==> src/rtl/pme_agg_pkg.sv <==
package pme_agg_pkg;
  typedef enum logic [1:0] {
    MSG_NONE     = 2'b00,
    MSG_ASSERT   = 2'b01,
    MSG_DEASSERT = 2'b10
  } msg_code_e;
endpackage

==> src/rtl/pme_port_status.sv <==
module pme_port_status #(
  parameter int NUM_PORTS = 4
) (
  input  logic                 clk,
  input  logic                 rst,
  input  logic [NUM_PORTS-1:0] pme_rx,
  input  logic [NUM_PORTS-1:0] link_up,
  input  logic                 clr_valid,
  input  logic [NUM_PORTS-1:0] clr_mask,
  output logic [NUM_PORTS-1:0] status_q
);
  for (genvar i = 0; i < NUM_PORTS; i++) begin : g_port
    logic set_i, clr_i;
    assign set_i = pme_rx[i] & link_up[i];
    assign clr_i = clr_valid & clr_mask[i];

    always_ff @(posedge clk) begin
      if (rst) status_q[i] <= 1'b0;
      else if (set_i) status_q[i] <= 1'b1;
      else if (clr_i) status_q[i] <= 1'b0;
    end


    link_gate_chk: assert property (@(posedge clk) disable iff (rst)
      (!link_up[i] && pme_rx[i] && !status_q[i]) |=> !status_q[i]);


    sticky_chk: assert property (@(posedge clk) disable iff (rst)
      (status_q[i] && !(clr_valid && clr_mask[i])) |=> status_q[i]);
  end
endmodule

==> src/rtl/pme_msg_sequencer.sv <==
module pme_msg_sequencer
  import pme_agg_pkg::*;
(
  input  logic      clk,
  input  logic      rst,
  input  logic      agg_req,
  input  logic      q_full,
  output logic      push,
  output msg_code_e push_code
);
  logic announced_q;

  assign push      = (agg_req != announced_q) && !q_full;
  assign push_code = agg_req ? MSG_ASSERT : MSG_DEASSERT;

  always_ff @(posedge clk) begin
    if (rst) announced_q <= 1'b0;
    else if (push) announced_q <= agg_req;
  end


  alternate_chk: assert property (@(posedge clk) disable iff (rst)
    (push && push_code == MSG_ASSERT) |=> !(push && push_code == MSG_ASSERT));
endmodule

==> src/rtl/pme_msg_queue.sv <==
module pme_msg_queue
  import pme_agg_pkg::*;
#(
  parameter int DEPTH = 4
) (
  input  logic      clk,
  input  logic      rst,
  input  logic      wr_en,
  input  msg_code_e wr_code,
  output logic      full,
  output logic      out_valid,
  output msg_code_e out_code,
  input  logic      out_ready
);
  localparam int AW = (DEPTH > 1) ? $clog2(DEPTH) : 1;

  logic [1:0]  mem [DEPTH];
  logic [AW-1:0] wr_ptr, rd_ptr;
  logic [AW:0]   count;
  logic          rd_en, wr_ok;

  assign full      = (count == (AW+1)'(DEPTH));
  assign out_valid = (count != '0);
  assign rd_en     = out_valid & out_ready;
  assign wr_ok     = wr_en & !full;
  assign out_code  = msg_code_e'(mem[rd_ptr]);

  always_ff @(posedge clk) begin
    if (wr_ok) mem[wr_ptr] <= wr_code;
  end

  always_ff @(posedge clk) begin
    if (rst) begin
      wr_ptr <= '0;
      rd_ptr <= '0;
      count  <= '0;
    end else begin
      if (wr_ok) wr_ptr <= (wr_ptr == AW'(DEPTH-1)) ? '0 : wr_ptr + 1'b1;
      if (rd_en) rd_ptr <= (rd_ptr == AW'(DEPTH-1)) ? '0 : rd_ptr + 1'b1;
      count <= count + (AW+1)'(wr_ok) - (AW+1)'(rd_en);
    end
  end


  no_overflow_chk: assert property (@(posedge clk) disable iff (rst)
    wr_en |-> !full);


  hold_chk: assert property (@(posedge clk) disable iff (rst)
    (out_valid && !out_ready) |=> (out_valid && $stable(out_code)));
endmodule

==> src/rtl/pme_wake_agg.sv <==
module pme_wake_agg
  import pme_agg_pkg::*;
#(
  parameter int NUM_PORTS = 4,
  parameter int MSG_DEPTH = 4
) (
  input  logic                 clk,
  input  logic                 rst,
  input  logic [NUM_PORTS-1:0] pme_rx,
  input  logic [NUM_PORTS-1:0] link_up,
  input  logic                 clr_valid,
  input  logic [NUM_PORTS-1:0] clr_mask,
  output logic [NUM_PORTS-1:0] status_o,
  output logic                 wake_o,
  output logic                 msg_valid,
  output logic [1:0]           msg_code,
  input  logic                 msg_ready
);
  logic      push, q_full;
  msg_code_e push_code, head_code;

  pme_port_status #(.NUM_PORTS(NUM_PORTS)) u_status (
    .clk(clk), .rst(rst), .pme_rx(pme_rx), .link_up(link_up),
    .clr_valid(clr_valid), .clr_mask(clr_mask), .status_q(status_o)
  );

  assign wake_o = |status_o;

  pme_msg_sequencer u_seq (
    .clk(clk), .rst(rst), .agg_req(wake_o), .q_full(q_full),
    .push(push), .push_code(push_code)
  );

  pme_msg_queue #(.DEPTH(MSG_DEPTH)) u_queue (
    .clk(clk), .rst(rst), .wr_en(push), .wr_code(push_code),
    .full(q_full), .out_valid(msg_valid), .out_code(head_code),
    .out_ready(msg_ready)
  );

  assign msg_code = head_code;


  assert_follows_chk: assert property (@(posedge clk) disable iff (rst)
    ($rose(wake_o) && !q_full) |=> msg_valid);


  reset_idle_chk: assert property (@(posedge clk)
    rst |=> (!msg_valid && status_o == '0));
endmodule

==> config.mk <==
export PLATFORM = sky130hd
export DESIGN_NAME = pme_wake_agg
export DESIGN_NICKNAME = d
export VERILOG_FILES = /design/src/rtl/pme_agg_pkg.sv /design/src/rtl/pme_port_status.sv /design/src/rtl/pme_msg_sequencer.sv /design/src/rtl/pme_msg_queue.sv /design/src/rtl/pme_wake_agg.sv
export SDC_FILE = /design/constraint.sdc
export NUM_CORES = 1
export LEC_CHECK = 0
export ABC_AREA = 1
export ABC_CLOCK_PERIOD_IN_PS = 2000
export CORE_ASPECT_RATIO = 0.9
export CORE_MARGIN = 2
export CORE_UTILIZATION = 35
export DETAILED_ROUTE_END_ITERATION = 10
export MAX_ROUTING_LAYER = met4
export PLACE_DENSITY = 0.7
export SLEW_MARGIN = 0
export SYNTH_ARGS = -nofsm -noshare
export SYNTH_HDL_FRONTEND = slang
export SYNTH_SLANG_ARGS = --single-unit
export TNS_END_PERCENT = 5
==> constraint.sdc <==
create_clock -name clk -period 2 [get_ports clk]
set_clock_uncertainty 0.15 [all_clocks]
set_input_delay 0.3 -clock clk [delete_from_list [all_inputs] [get_ports clk]]
set_output_delay 0.3 -clock clk [all_outputs]
set_load 0.05 [all_outputs]
* Word-level counts from Yosys, hierarchy flattened
Memories as Yosys holds them, arrays and structs flattened. A register that Yosys moved wholly into a read port is not among the register bits.
Cells that the tools add are included.
Widths: inputs -> output; s select.
** Storage, ports and cells
- Memory bits (writable) :: 8
- Memories :: 1
- Flip-flop bits (word level) :: 12
** Memories
- u_queue.mem :: words 4, bits a word 2, read ports 1, clocked after memory_dff 1, write ports 1, RTL line pme_msg_queue.sv:17 : logic [1:0] mem [DEPTH];
** Operators by class
- Mux-type cells :: 15
- Bitwise logic cells :: 10
- Reduce and logical (&&, ||, !) cells :: 8
- Add/subtract/negate cells :: 4
- Eq/ne operators :: 4
** Operators by type and width (count)
- $and 1x1->1 :: 10
- $mux 1 :: 10
- $mux 2 :: 5
- $reduce_bool 2->1 :: 4
- $add 2x1->2 const B :: 2
- $eq 2x2->1 const B :: 2
- $reduce_or 4->1 :: 1
- $add 3x1->3 :: 1
- $eq 3x3->1 const B :: 1
- $reduce_bool 3->1 :: 1
- $sub 3x1->3 :: 1
- $logic_and 1x1->1 :: 1
- $logic_not 1->1 :: 1
- $ne 1x1->1 :: 1

* Longest topological paths before layout
- Word-level depth :: 6
- Depth in mapped cells :: 11
- Mapped depth without buffers :: 11

* Hierarchy
From an unflattened synthesis, not the netlist that was laid out.
** Unflattened totals
- Cells, all modules :: 123
- Area, all modules :: 1039.7 µm²
** By module, submodules not included
- pme_msg_queue :: area an instance 813.3 µm², sequential area each 420.4 µm², cells each 88, times used 1
- pme_port_status :: area an instance 148.9 µm², sequential area each 80.1 µm², cells each 20, times used 1
- pme_msg_sequencer :: area an instance 66.3 µm², sequential area each 20.0 µm², cells each 12, times used 1
- pme_wake_agg :: area an instance 11.3 µm², sequential area each 0.0 µm², cells each 3, times used 1

* Worst setup path before layout
Ideal clock, no wire load.
- Kind :: reg-to-reg
- Start point :: register u_queue.count[1]
- End point :: register u_queue.count[2]
- Data arrival time :: 1.999 ns
- Period minus slack after synthesis :: 2.270 ns
- Path slack :: -0.270 ns
- Stages on the path, launching flop included :: 12
- Path through :: dfxtp_1 > inv_1 > nand3_2 > nand2_1 > nor2_1 > o21bai_1 > ha_1 > inv_1 > fa_1 > xnor2_1 > o21ai_0 > a21oi_1
** On the way
- Elaborated cells between the ends (all ways) :: 8
** RTL lines
- start: declaration :: RTL line pme_msg_queue.sv:19 : logic [AW:0] count;
- start signal: assignment :: RTL line pme_msg_queue.sv:40 : count <= count + (AW+1)'(wr_ok) - (AW+1)'(rd_en);
- $reduce_bool 3->1 :: RTL line pme_msg_queue.sv:23 : assign out_valid = (count != '0);
- via msg_valid :: RTL line pme_wake_agg.sv:15 : output logic msg_valid,
- $and 1x1->1 :: RTL line pme_msg_queue.sv:24 : assign rd_en = out_valid & out_ready;
- $sub 3x1->3 :: RTL line pme_msg_queue.sv:40
The timed path passes the listed nets, and every way through them passes these cells.
A chain may end at the register's enable or synchronous reset.

* Worst setup path after layout
- Start point :: register u_status.status_q[0]
- End point :: register u_queue.count[2]
** On the way
- Word-level cells in the longest chain between the ends :: 6
** RTL lines
- start: declaration :: RTL line pme_port_status.sv:10 : output logic [NUM_PORTS-1:0] status_q
- start signal: indexed assignment :: RTL line pme_port_status.sv:18 : if (rst) status_q[i] <= 1'b0;
- start signal: indexed assignment :: RTL line pme_port_status.sv:19 : else if (set_i) status_q[i] <= 1'b1;
- start signal: indexed assignment :: RTL line pme_port_status.sv:20 : else if (clr_i) status_q[i] <= 1'b0;
- $reduce_or 4->1 :: RTL line pme_wake_agg.sv:27 : assign wake_o = |status_o;
- $ne 1x1->1 :: RTL line pme_msg_sequencer.sv:13 : assign push = (agg_req != announced_q) && !q_full;
- $logic_and 1x1->1 :: RTL line pme_msg_sequencer.sv:13
- via push :: RTL line pme_wake_agg.sv:19 : logic push, q_full;
- $and 1x1->1 :: RTL line pme_msg_queue.sv:25 : assign wr_ok = wr_en & !full;
- $add 3x1->3 :: RTL line pme_msg_queue.sv:40
- $sub 3x1->3 :: RTL line pme_msg_queue.sv:40
The timed path passes the listed nets, and every way through them passes these cells.

==> run_results.csv <==
group,metric,value,unit
run_status,status,"finished clean",
place,globalplace.congestion,0.7252,
global_route,grt_pass1_wl,3243,µm
floorplanning,start_util,37.28,%
cells_and_area,seq_area,541.8,µm²
cells_and_area,drive_gt1_share,25.83,%
clock_network,clock_path_buffers,2,
critical_path,endpoint_kind,"flop",
clock_network,cts-root-buf,"clkbuf_4",
logic_synthesis,synth_cell_types,19,
clock_network,clk-insertion-delay-late,0.31,ns
worst_hold_path,holdPathEnd,"u_status.status_q[0]$_SDFFE_PP0P_",
routing,drtPass1Iterations,5,
timing,max_slew_margin,66.78,%
clock_network,cts.sink_count,22,
global_route,antenna_found_initial,0,
global_route,grt_use_total,12.89,%
floorplanning,core_area,2793,µm²
critical_path,max_stage_delay,0.37,ns
timing,tightest_slew,0.4968,ns
cells_and_area,final_cell_mix,"nor2_1, clkdlybuf4s50_1, inv_1, nand2_1, buf_4",
job,drv_cap,0,
timing,post-route-min-period,1.964,ns
critical_path,crit_chain,"nor2_4 -> nand2_8 -> nand2_4 -> nand3_4 -> inv_2 -> ha_2 -> inv_1 -> fa_2 -> xnor2_2 -> o21ai_1 -> a21oi_1",
power,leakage,0.6641,nW
global_route,grt_overflow_total,0,
power,p_sw,760.7,µW
critical_path,reg2reg_depth,11,
clock_network,numCtsBuffers,3,
cells_and_area,final_common_cell,"nor2_1",
floorplanning,io_pins,24,
global_route,grt_max_degree,14,
clock_network,cts_tree,"done",
cells_and_area,fin_area,1503,µm²
routing,initialDrtViolationCount,19,
place,dpl-instance-area,1409,µm²
critical_path,rr_startpoint,"u_status.status_q[0]$_SDFFE_PP0P_",
logic_synthesis,synth_area_per_cell,8.974,µm²
critical_path,crit_arrival,2.06,ns
logic_synthesis,yosysSeqAreaShare,50.00,%
floorplanning,die_h,55.74,µm
logic_synthesis,syn-num-nets,139,
power,power,1.921,mW
logic_synthesis,synth_area,1041,µm²
cells_and_area,fin_nets,175,
clock_network,cts_max_level,1,
timing,slew_viol_final,0,
critical_path,crit_buf_inv,2,
routing,routedWlPerCell,10.76,µm
power,switching_share,39.59,%
place,hpwlAfterDp,1609,µm
worst_hold_path,holdPathStages,2,
critical_path,cp-start-kind,"flop",
floorplanning,fp.dieArea,3427,µm²
timing,max_freq,0.5092,GHz
logic_synthesis,yosys_register_bits,22,
floorplanning,rows,18,
critical_path,timing.rr.end,"u_queue.count[2]$_SDFF_PP0_",
critical_path,crit_family,"adder cells",
timing,holdWs,0.3630,ns
cells_and_area,multi_input_area,475.5,µm²
worst_hold_path,hold_path_class,"reg -> reg",
floorplanning,die_x,61.49,µm
worst_hold_path,hp-start,"u_status.status_q[0]$_SDFFE_PP0P_",
power,pwr-share-seq,34.4,%
routing,ant_nets,0,
power,pwr-share-comb,50.5,%
cells_and_area,fillers,279,
critical_path,crit_path_top_delay_cell,"dfxtp_4",
routing,viasPerCell,4.497,
power,peakVddDrop,422.6,µV
cells_and_area,antenna_cells,0,
place,port_buffers,23,
power,clkPwrFrac,15.1,%
timing,rsz0062_at_grt,"true",
critical_path,worstSetupPathType,"reg -> reg",
logic_synthesis,yosysWarnings,0,
timing,fin_tns_setup,0,ns
clock_network,clk_pin_slew_worst_paths,0.13,ns
timing,finalHoldViolations,0,
cells_and_area,syn_to_final_growth,44.35,%
timing,period_share,98.19,%
routing,dr_total_vias,859,
routing,drc,0,
logic_synthesis,synth_cells,116,
timing,finalSetupViolCount,0,
critical_path,worstPathRequired,2.10,ns
critical_path,critical_path_peak_fanout,3,
power,p_int,1.161,mW
routing,routed_wl,2056,µm
power,powerDensity,1279,nW/µm²
critical_path,ff2ff_setup_slack,0.04,ns
global_route,grt_pass1_vias,819,
==> metal layers <==
metal  wire, µm  vias up  track usage [%]
met5          0        -                -
met4         27        0            5.471
met3         88        4            2.791
met2       1094       26            22.56
met1        846      388            13.41
li1           -      441                -
==> sequential cells by signal (all words and copies together) (netlist names), named ones only <==
signal	flops
u_seq.announced_q	1
u_queue.mem	8
u_queue.rd_ptr	2
u_queue.wr_ptr	2
u_status.status_q	4
u_queue.count	3
==> cell usage after synthesis <==
cell | count | area, µm²
inv_1 | 20 | 75.07
nor2_1 | 20 | 75.07
nand2_1 | 18 | 67.56
dfxtp_1 | 14 | 280.3
edfxtp_1 | 8 | 240.2
o21ai_0 | 7 | 35.03
a21oi_1 | 6 | 30.03
ha_1 | 6 | 75.07
nand3_2 | 3 | 30.03
nand2_4 | 2 | 22.52
nand4_1 | 2 | 12.51
nor2_4 | 2 | 22.52
o22ai_1 | 2 | 12.51
fa_1 | 1 | 20.02
inv_2 | 1 | 3.750
nand3_4 | 1 | 17.52
o21ai_1 | 1 | 5.000
o21bai_1 | 1 | 7.510
xnor2_1 | 1 | 8.760
==> per-stage QoR <==
| step | cells | setup slack (ns) | utilization [%] |
|---|---|---|---|
| after floorplan | 116 | -0.02279 | - |
| after global placement | 183 | -0.1549 | 50.45 |
| after detailed placement | 183 | -0.2484 | 50.45 |
| after CTS | 187 | 0.002780 | 52.46 |
| after global routing | 191 | -0.08151 | 53.81 |
| final | 191 | 0.03627 | 53.81 |
==> layout make-up <==
class / count / area share [%]
well taps: 40 / 3.331
repair buffers: 31 / 20.57
multi-input cells: 73 / 31.64
inverters: 21 / 5.246
clock buffers: 4 / 3.164
flip-flops and latches: 22 / 36.05
==> cells by family after synthesis <==
| kind of cell | Yosys count | share of synthesized area (%) |
|---|---|---|
| AND/OR/NAND/NOR | 48 | 23.80 |
| flip-flops | 22 | 50.00 |
| buffers and inverters | 21 | 7.572 |
| AO/OA/AOI/OAI | 17 | 8.653 |
| adder cells (fa/ha/maj) | 7 | 9.135 |
| XOR/XNOR | 1 | 0.8415 |
==> worst min-delay path: stages, from the launching register on <==
cell and delay [ns]:
dfxtp_4 0.37, nand2_1 0.06, a21oi_1 0.05
==> power groups by stage <==
stage	clock, mW	combinational (mW)	sequential, mW
after global placement	0	0.879	0.664
after floorplan	0	0.582	0.671
after global routing	0.310	1.07	0.673
final	0.290	0.970	0.662
after CTS	0.302	0.933	0.664
after detailed placement	0	0.913	0.671
==> worst max-delay path by stage <==
stage	from	endpoint	slack, ns	depth (start not counted)
after floorplan	u_status.status_q[3]$_SDFFE_PP0P_	u_queue.count[2]$_SDFF_PP0_	-0.02	11
after global placement	msg_ready	u_queue.count[2]$_SDFF_PP0_	-0.15	10
after detailed placement	msg_ready	u_queue.count[2]$_SDFF_PP0_	-0.25	10
after CTS	u_queue.count[0]$_SDFF_PP0_	u_queue.count[2]$_SDFF_PP0_	0.003	11
after global routing	u_status.status_q[0]$_SDFFE_PP0P_	u_queue.count[2]$_SDFF_PP0_	-0.08	11
final	u_status.status_q[0]$_SDFFE_PP0P_	u_queue.count[2]$_SDFF_PP0_	0.04	11
==> repair_timing <==
action                                  CTS  global route
endpoints found under the setup margin    2             1
pin swaps                                 0             6
hold buffers                              0             0
buffers inserted                          0             4
gates resized for setup                   3             7
No activity file was read; power rests on OpenSTA's default activity.
